==> config.mk <==
export PLATFORM = sky130hd
export DESIGN_NAME = mbus_master
export DESIGN_NICKNAME = d
export VERILOG_FILES = /design/src/rtl/mbus_pkg.sv /design/src/rtl/mbus_fsm.sv /design/src/rtl/mbus_beat_ctr.sv /design/src/rtl/mbus_datapath.sv /design/src/rtl/mbus_master.sv
export SDC_FILE = /design/constraint.sdc
export NUM_CORES = 1
export LEC_CHECK = 0
export ABC_CLOCK_PERIOD_IN_PS = 4700
export BUFFER_PORTS_ARGS = -buffer_cell sky130_fd_sc_hd__clkbuf_2
export CORE_MARGIN = 1
export CORE_UTILIZATION = 54
export CTS_CLUSTER_DIAMETER = 50
export DETAILED_ROUTE_END_ITERATION = 8
export GPL_ROUTABILITY_DRIVEN = 0
export PLACE_DENSITY = 0.88
export SKIP_LAST_GASP = 1
export SYNTH_ARGS = -nofsm -noshare
export SYNTH_HDL_FRONTEND = slang
export SYNTH_SLANG_ARGS = --single-unit
==> constraint.sdc <==
create_clock -name clk -period 4.7 [get_ports clk]
set_clock_uncertainty 0.1 [all_clocks]
set_input_delay 0 -clock clk [delete_from_list [all_inputs] [get_ports clk]]
set_output_delay 0 -clock clk [all_outputs]
set_load 0.01 [all_outputs]
==> src/rtl/mbus_pkg.sv <==
package mbus_pkg;

    typedef enum logic [2:0] {
        OP_READ  = 3'd0,
        OP_WRITE = 3'd1,
        OP_RMW   = 3'd2,
        OP_RAW   = 3'd3,
        OP_BLOCK = 3'd4
    } op_e;

    typedef enum logic [2:0] {
        ST_IDLE,
        ST_ADDR,
        ST_RD_DATA,
        ST_WR_DATA,
        ST_MOD_WR,
        ST_CHK_RD,
        ST_DONE
    } state_e;

    // undefined codes fall back to a single read
    function automatic op_e decode_op(input logic [2:0] code);
        case (code)
            3'd1:    return OP_WRITE;
            3'd2:    return OP_RMW;
            3'd3:    return OP_RAW;
            3'd4:    return OP_BLOCK;
            default: return OP_READ;
        endcase
    endfunction

endpackage

==> src/rtl/mbus_fsm.sv <==
module mbus_fsm
    import mbus_pkg::*;
(
    input  logic   clk,
    input  logic   rst_n,
    input  logic   cmd_valid,
    input  op_e    op_q,
    input  logic   bus_ack,
    input  logic   last_beat,
    output state_e state,
    output logic   accept,
    output logic   cmd_ready,
    output logic   ale,
    output logic   oe,
    output logic   mrd,
    output logic   mwr,
    output logic   incr,
    output logic   lock,
    output logic   done
);

    state_e state_nx;

    assign accept = cmd_valid && (state == ST_IDLE);

    // state register
    always_ff @(posedge clk) begin
        if (!rst_n) state <= ST_IDLE;
        else        state <= state_nx;
    end

    // transitions
    always_comb begin
        state_nx = state;
        unique case (state)
            ST_IDLE:    if (accept) state_nx = ST_ADDR;
            ST_ADDR:    state_nx = (op_q == OP_WRITE || op_q == OP_RAW) ? ST_WR_DATA : ST_RD_DATA;
            ST_RD_DATA: if (bus_ack) begin
                            if (op_q == OP_RMW)                     state_nx = ST_MOD_WR;
                            else if (op_q == OP_BLOCK && !last_beat) state_nx = ST_RD_DATA;
                            else                                     state_nx = ST_DONE;
                        end
            ST_WR_DATA: if (bus_ack) state_nx = (op_q == OP_RAW) ? ST_CHK_RD : ST_DONE;
            ST_MOD_WR:  if (bus_ack) state_nx = ST_DONE;
            ST_CHK_RD:  if (bus_ack) state_nx = ST_DONE;
            ST_DONE:    state_nx = ST_IDLE;
            default:    state_nx = ST_IDLE;
        endcase
    end

    // outputs
    always_comb begin
        cmd_ready = 1'b0;
        ale       = 1'b0;
        oe        = 1'b0;
        mrd       = 1'b0;
        mwr       = 1'b0;
        incr      = 1'b0;
        lock      = 1'b0;
        done      = 1'b0;
        unique case (state)
            ST_IDLE:    cmd_ready = 1'b1;
            ST_ADDR:    begin
                            ale  = 1'b1;
                            oe   = 1'b1;
                            lock = (op_q == OP_RMW);
                        end
            ST_RD_DATA: begin
                            mrd  = 1'b1;
                            incr = (op_q == OP_BLOCK);
                            lock = (op_q == OP_RMW);
                        end
            ST_WR_DATA: begin
                            mwr = 1'b1;
                            oe  = 1'b1;
                        end
            ST_MOD_WR:  begin
                            mwr  = 1'b1;
                            oe   = 1'b1;
                            lock = 1'b1;
                        end
            ST_CHK_RD:  mrd  = 1'b1;
            ST_DONE:    done = 1'b1;
            default:    ;
        endcase
    end

endmodule

==> src/rtl/mbus_beat_ctr.sv <==
module mbus_beat_ctr #(
    parameter int LEN_W = 4
) (
    input  logic             clk,
    input  logic             rst_n,
    input  logic             load,
    input  logic [LEN_W-1:0] len,
    input  logic             beat,
    output logic             last_beat
);

    localparam logic [LEN_W-1:0] ONE = LEN_W'(1);

    logic [LEN_W-1:0] left_q;

    always_ff @(posedge clk) begin
        if (!rst_n)       left_q <= ONE;
        else if (load)    left_q <= (len == '0) ? ONE : len;
        else if (beat && left_q != ONE) left_q <= left_q - ONE;
    end

    assign last_beat = (left_q == ONE);

endmodule

==> src/rtl/mbus_datapath.sv <==
module mbus_datapath
    import mbus_pkg::*;
#(
    parameter int WIDTH = 16
) (
    input  logic             clk,
    input  logic             rst_n,
    input  logic             accept,
    input  state_e           state,
    input  logic [2:0]       cmd_op,
    input  logic [WIDTH-1:0] cmd_addr,
    input  logic [WIDTH-1:0] cmd_wdata,
    input  logic [WIDTH-1:0] bus_ad_in,
    input  logic             bus_ack,
    output op_e              op_q,
    output logic [WIDTH-1:0] ad_out,
    output logic [WIDTH-1:0] rd_data,
    output logic             rd_valid,
    output logic             mismatch
);

    logic [WIDTH-1:0] addr_q;
    logic [WIDTH-1:0] wdata_q;
    logic [WIDTH-1:0] rd_q;
    logic             rdv_q;
    logic             mism_q;
    logic             rd_strobe;

    assign rd_strobe = bus_ack && (state == ST_RD_DATA || state == ST_CHK_RD);

    always_ff @(posedge clk) begin
        if (!rst_n) begin
            op_q    <= OP_READ;
            addr_q  <= '0;
            wdata_q <= '0;
        end else if (accept) begin
            op_q    <= decode_op(cmd_op);
            addr_q  <= cmd_addr;
            wdata_q <= cmd_wdata;
        end
    end

    always_ff @(posedge clk) begin
        if (!rst_n) begin
            rd_q   <= '0;
            rdv_q  <= 1'b0;
            mism_q <= 1'b0;
        end else begin
            rdv_q <= rd_strobe;
            if (rd_strobe) rd_q <= bus_ad_in;
            if (accept)
                mism_q <= 1'b0;
            else if (bus_ack && state == ST_CHK_RD)
                mism_q <= (bus_ad_in != wdata_q);
        end
    end

    // value placed on the shared lines
    always_comb begin
        unique case (state)
            ST_ADDR:    ad_out = addr_q;
            ST_WR_DATA: ad_out = wdata_q;
            ST_MOD_WR:  ad_out = rd_q ^ wdata_q;
            default:    ad_out = '0;
        endcase
    end

    assign rd_data  = rd_q;
    assign rd_valid = rdv_q;
    assign mismatch = mism_q;

endmodule

==> src/rtl/mbus_master.sv <==
module mbus_master
    import mbus_pkg::*;
#(
    parameter int WIDTH = 16,
    parameter int LEN_W = 4
) (
    input  logic             clk,
    input  logic             rst_n,
    input  logic             cmd_valid,
    output logic             cmd_ready,
    input  logic [2:0]       cmd_op,
    input  logic [WIDTH-1:0] cmd_addr,
    input  logic [WIDTH-1:0] cmd_wdata,
    input  logic [LEN_W-1:0] cmd_len,
    output logic [WIDTH-1:0] rd_data,
    output logic             rd_valid,
    output logic             done,
    output logic             mismatch,
    output logic [WIDTH-1:0] bus_ad_out,
    output logic             bus_ad_oe,
    input  logic [WIDTH-1:0] bus_ad_in,
    output logic             bus_ale,
    output logic             bus_mrd,
    output logic             bus_mwr,
    output logic             bus_incr,
    output logic             bus_lock,
    input  logic             bus_ack
);

    state_e state;
    op_e    op_q;
    logic   accept;
    logic   last_beat;
    logic   beat;

    assign beat = bus_ack && (state == ST_RD_DATA);

    mbus_fsm u_fsm (
        .clk       (clk),
        .rst_n     (rst_n),
        .cmd_valid (cmd_valid),
        .op_q      (op_q),
        .bus_ack   (bus_ack),
        .last_beat (last_beat),
        .state     (state),
        .accept    (accept),
        .cmd_ready (cmd_ready),
        .ale       (bus_ale),
        .oe        (bus_ad_oe),
        .mrd       (bus_mrd),
        .mwr       (bus_mwr),
        .incr      (bus_incr),
        .lock      (bus_lock),
        .done      (done)
    );

    mbus_beat_ctr #(.LEN_W(LEN_W)) u_beats (
        .clk       (clk),
        .rst_n     (rst_n),
        .load      (accept),
        .len       (cmd_len),
        .beat      (beat),
        .last_beat (last_beat)
    );

    mbus_datapath #(.WIDTH(WIDTH)) u_dp (
        .clk       (clk),
        .rst_n     (rst_n),
        .accept    (accept),
        .state     (state),
        .cmd_op    (cmd_op),
        .cmd_addr  (cmd_addr),
        .cmd_wdata (cmd_wdata),
        .bus_ad_in (bus_ad_in),
        .bus_ack   (bus_ack),
        .op_q      (op_q),
        .ad_out    (bus_ad_out),
        .rd_data   (rd_data),
        .rd_valid  (rd_valid),
        .mismatch  (mismatch)
    );

endmodule

# == After elaboration in Yosys (flattened, before gate mapping) ==
# Index checks and enable logic that the tools add are counted.
# W data, S select, Z words.
# totals
ff_bits,60
input_bits,59
out_inout_bits,42
elab_cells,73
# classes
n_addsub,1
n_eq_ne,21
muxes,22
bitwise,2
reduce_logical,19
# ops
op,n
$pmux W16 S3,1
$eq A3 B2 Y1 const B,6
$mux W3,6
$ne A16 B16 Y1,1
$xor A16 B16 Y16,1
$eq A3 B3 Y1 const B,5
$pmux W3 S5,1
$mux W4,3
$pmux W3 S4,1
$reduce_or A2 Y1,5
$eq A3 B1 Y1 const B,3
$mux W1,8
$logic_and A1 B1 Y1,6
$ne A2 B2 Y1 const B,3
$eq A4 B1 Y1 const B,1
$logic_not A4 Y1,1
$ne A4 B1 Y1 const B,1
$reduce_and A4 Y1,1
$sub A4 B1 Y4 const B,1
$logic_not A3 Y1,1
$reduce_or A3 Y1,1
$logic_or A1 B1 Y1,2
$mux W2,1
$ne A2 B1 Y1 const B,1
other kinds (4),4

# == Longest topological paths before layout ==
# logic_depth
depth_word,7
depth_mapped,7

# == By module ==
# Synthesis repeated with hierarchy kept, for this count alone.
# unflattened
cells_unflattened,375
hier_area_um2,3205.6
# by_module_without_submodules
mod,instances,cells_per_inst,area_each_um2
mbus_datapath,1,292,2561.2
mbus_fsm,1,48,349.1
mbus_beat_ctr,1,34,282.8
mbus_master,1,1,12.5

# == Worst setup path after synthesis ==
# Ideal clock, no wire load.
# synth_path
path_type,register to register
from,reg u_fsm.state[0]
to,reg u_dp.addr_q[13]
setup_time_ps,132
arrival_time_ps,1458
required_ps,4468
setup_slack_ps,3010
path_stages_with_launch,8
path_buffers,3
synth_period_minus_slack_ps,1690
cell_sequence,dfxtp_1 -> buf_2 -> nor3_1 -> nand2_1 -> buf_2 -> clkbuf_1 -> nand2_1 -> a21oi_1
# synth_via
elab_chain_cells,2
# synth_lines
item,line,rtl
start: declaration,mbus_fsm.sv:10,"output state_e state,"
start signal: assignment,mbus_fsm.sv:29,else state <= state_nx;
$logic_not A3 Y1,mbus_fsm.sv:24,assign accept = cmd_valid && (state == ST_IDLE);
$logic_and A1 B1 Y1,mbus_fsm.sv:24,
end signal: assignment,mbus_datapath.sv:38,addr_q <= cmd_addr;
end: declaration,mbus_datapath.sv:22,logic [WIDTH-1:0] addr_q;
# No other way between the ends.
# A chain may end at the register's enable or synchronous reset.

# == Final worst setup path ==
# layout_path
from,reg u_fsm.state[1]
to,reg u_beats.left_q[0]
# layout_via
elab_chain_cells,4
elab_cells_between_ends,7
# layout_lines
item,line,rtl
$eq A3 B2 Y1,mbus_master.sv:36,assign beat = bus_ack && (state == ST_RD_DATA);
$logic_and A1 B1 Y1,mbus_master.sv:36,
$logic_and A1 B1 Y1,mbus_beat_ctr.sv:19,else if (beat && left_q != ONE) left_q <= left_q - ONE;
$reduce_bool A2 Y1 (no line),--,
end signal: assignment,mbus_beat_ctr.sv:18,else if (load) left_q <= (len == '0) ? ONE : len;
end signal: assignment,mbus_beat_ctr.sv:19,
end: declaration,mbus_beat_ctr.sv:14,logic [LEN_W-1:0] left_q;
# Parallel ways exist; a longest one is shown, timed or not.

==> results.toml <==
[clock_tree]
numClockSinks = 60
cts_buffers = 9
clk_pin_slew_ns = 0.07
h-tree-depth = 3
cts-root-buf = "clkbuf_8"
cts_repair_resize_count = 0
clock_latency_ns = 0.34
cts_tree = "built"
clock_path_buffers = 2

[die]
ios = 101
initial_core_util = 0.5776
die_area_mm2 = 0.005906
die_x_um = 76.85
die_h_um = 76.85
core-area_mm2 = 0.005238
std_cell_rows = 26

[layout]
num-nets-final = 579
n_antenna_cell = 0
drive_gt1_frac = 0.2337
area_growth_syn_to_layout_pct = 40.94

[sta]
rsz0062_at_grt = "false"
slew_viol_final = 0
timing.fmax_mhz = 393.4
slew_headroom = 0.1684
setup_violations = 0
setup_ws_ns = 2.158
hold_viol = 0
worst_slew_pin_slew_ns = 1.247
tns_ns = 0
fin_crit_ns = 2.542
period_share = 0.5409

[placed_design]
place_ws_ns = 2.337
port_buffers = 100
dp_hpwl_mm = 5.331

[worst_setup_path]
crit_type = "reg2reg"
r2r_slack_ns = 2.16
cp.required_ns = 4.88
worstSetupEndpointType = "flop"
critPathMaxFanout = 32
crit_arrival_ns = 2.72
cp-start-kind = "flop"

[synthesis]
synth_mux_area_frac = 0.1030
synth-xor-area-share = 0.08974
synth-seq-area-share = 0.3970
synth_fa_ha_area_frac = 0.008271
synth_ff_type = "dfxtp_1"
synth-compound-area-share = 0.1439
syn_nets = 431
syn_area_mm2 = 0.003025
synth-simple-area-share = 0.2068
yosys_warnings = 0
synthCells = 370
ys_ff_latch = 60
synthDistinctLibCells = 39
synth_edf_count = 0
avgSynthCellArea_um2 = 8.177
synthArstFlopShare = 0
synth_top_family_by_area = "simple AND/OR/NAND/NOR gates"

[routing]
via_count = 3503
wirelength_mm = 10.50
vias_per_cell = 5.917
drtAntennaViolNets = 0
drc_errors = 0
dr.first_iter.drc_count = 496
drt_first_pass_iters = 7
wire_per_inst_um = 17.73

[grt]
grt.total_usage = 0.3702
grt_start_max_net_pins = 56
use_met1 = 0.4178
grt_util_met2 = 0.6259
met3_usage = 0.09524
grt_pass1_wl_mm = 16.93
gr-total-overflow = 0
antenna_found_initial = 0
grt_pass1_vias = 3467
grt.busiest_layer = "met2"

[pwr]
p_per_area_mw_per_mm2 = 420.3
ir_drop_uv = 237.4
p_leak_nw = 1.854

[hold_path]
min_path_type = "in2reg"

[job]
cap_violations = 0

[run_status]
status = "complete, no violations"
## logic make-up (layout without fill, tap and decap cells)
kind of cell | count (synthesis) | count (layout)
mux | 31 | 31
buf+inv | 32 | 184
fa+ha+maj | 2 | 2
flops | 60 | 60
simple gates | 139 | 139
compound gates | 75 | 75
xor+xnor | 31 | 31
## cells in the final DEF (no fill, tap or decap), types with 2 or more instances in the layout
cell type	synthesis	routed
xor2_1	2	2
mux2i_1	30	30
o22ai_1	17	17
xnor2_1	29	29
nor4_1	2	2
clkbuf_8	0	11
clkbuf_1	11	2
dfxtp_1	60	60
nor2_1	22	22
nand4_1	4	4
nand3b_1	4	4
nand2_1	77	77
nor3b_1	3	3
a21oi_1	39	39
nor3_1	8	8
o21ai_0	8	7
clkbuf_2	0	100
a32oi_1	4	4
nand2b_1	3	3
dlygate4sd3_1	0	58
buf_4	0	3
ha_1	2	2
and2_1	3	3
inv_1	7	7
nand3_1	6	6
clkinv_2	0	2
## cell type report
class                      instances  area, um2
sequential                        60       1201
clock buffer                      13      158.9
clock inverter                     2      10.01
tap                               70      87.58
multi-input combinational        278       1673
inverter                           8      30.03
fill                             268      973.4
timing repair buffer             161       1104
## per-stage QoR
| stage | area [um2] | hold slack (ns) | power (mW) | utilization | cells |
|---|---|---|---|---|---|
| after floorplan | 3025 | -0.01918 | 1.130 | - | 370 |
| after global placement | 3515 | 0.1234 | 1.274 | 0.6710 | 519 |
| after detailed placement | 3515 | 0.1286 | 1.295 | 0.6710 | 519 |
| after CTS | 4264 | 0.1303 | 1.744 | 0.8141 | 592 |
| after global routing | 4264 | 0.1606 | 1.882 | 0.8141 | 592 |
| final | 4264 | 0.1388 | 1.792 | 0.8141 | 592 |
## cell usage after synthesis, drive strengths merged (6+ instances only)
cell type,count,area (um2)
nor3,8,40.04
o21ai,8,40.04
inv,8,30.03
nand2,77,289.0
o22ai,17,106.4
dfxtp,60,1201
nor2,22,82.58
buf,13,83.83
mux2i,30,300.3
nand3,6,30.03
clkbuf,11,41.29
a21oi,39,195.2
xnor2,29,254.0
## per-layer routing
| layer | wire length, um | vias to the layer above |
|---|---|---|
| met5 | 0 | - |
| met4 | 527 | 0 |
| met3 | 993 | 59 |
| met2 | 5032 | 254 |
| met1 | 3943 | 1624 |
| li1 | - | 1566 |
## sequential cells by signal, summed over array words and instances (netlist names)
signal	count
u_beats.left_q	4
u_dp.addr_q	16
u_dp.mismatch	1
u_dp.op_q	3
u_dp.rd_data	16
u_dp.rd_valid	1
u_dp.wdata_q	16
u_fsm.state	3
## where the power goes
part           switching (mW)  total [mW]  internal [mW]
registers              0.0983       0.689          0.591
clock network           0.198       0.414          0.216
logic                   0.399       0.689          0.290
## critical path: stages, from the launching register on
cell and delay, ns:
dfxtp_1 0.32, buf_4 0.27, nor3_1 0.36, and2_1 0.50, o21ai_0 0.20, o2111ai_1 0.16
dlygate4sd3_1 0.59
## path summary, 6_finish.rpt
kind | start | to | cells after the start
worst max-delay path | u_fsm.state[1] | u_beats.left_q[0] | 6
worst min-delay path | cmd_valid | u_fsm.state[0] | 5
worst max register to register | u_fsm.state[1] | u_beats.left_q[0] | 6
worst min register to register | u_dp.addr_q[5] | u_dp.addr_q[5] | 2
## repair_timing
action | CTS | global route
hold endpoints to repair | 59 | 0
hold buffers | 58 | 0
setup buffers | 0 | 0
No activity file was read; power rests on OpenSTA's default activity.
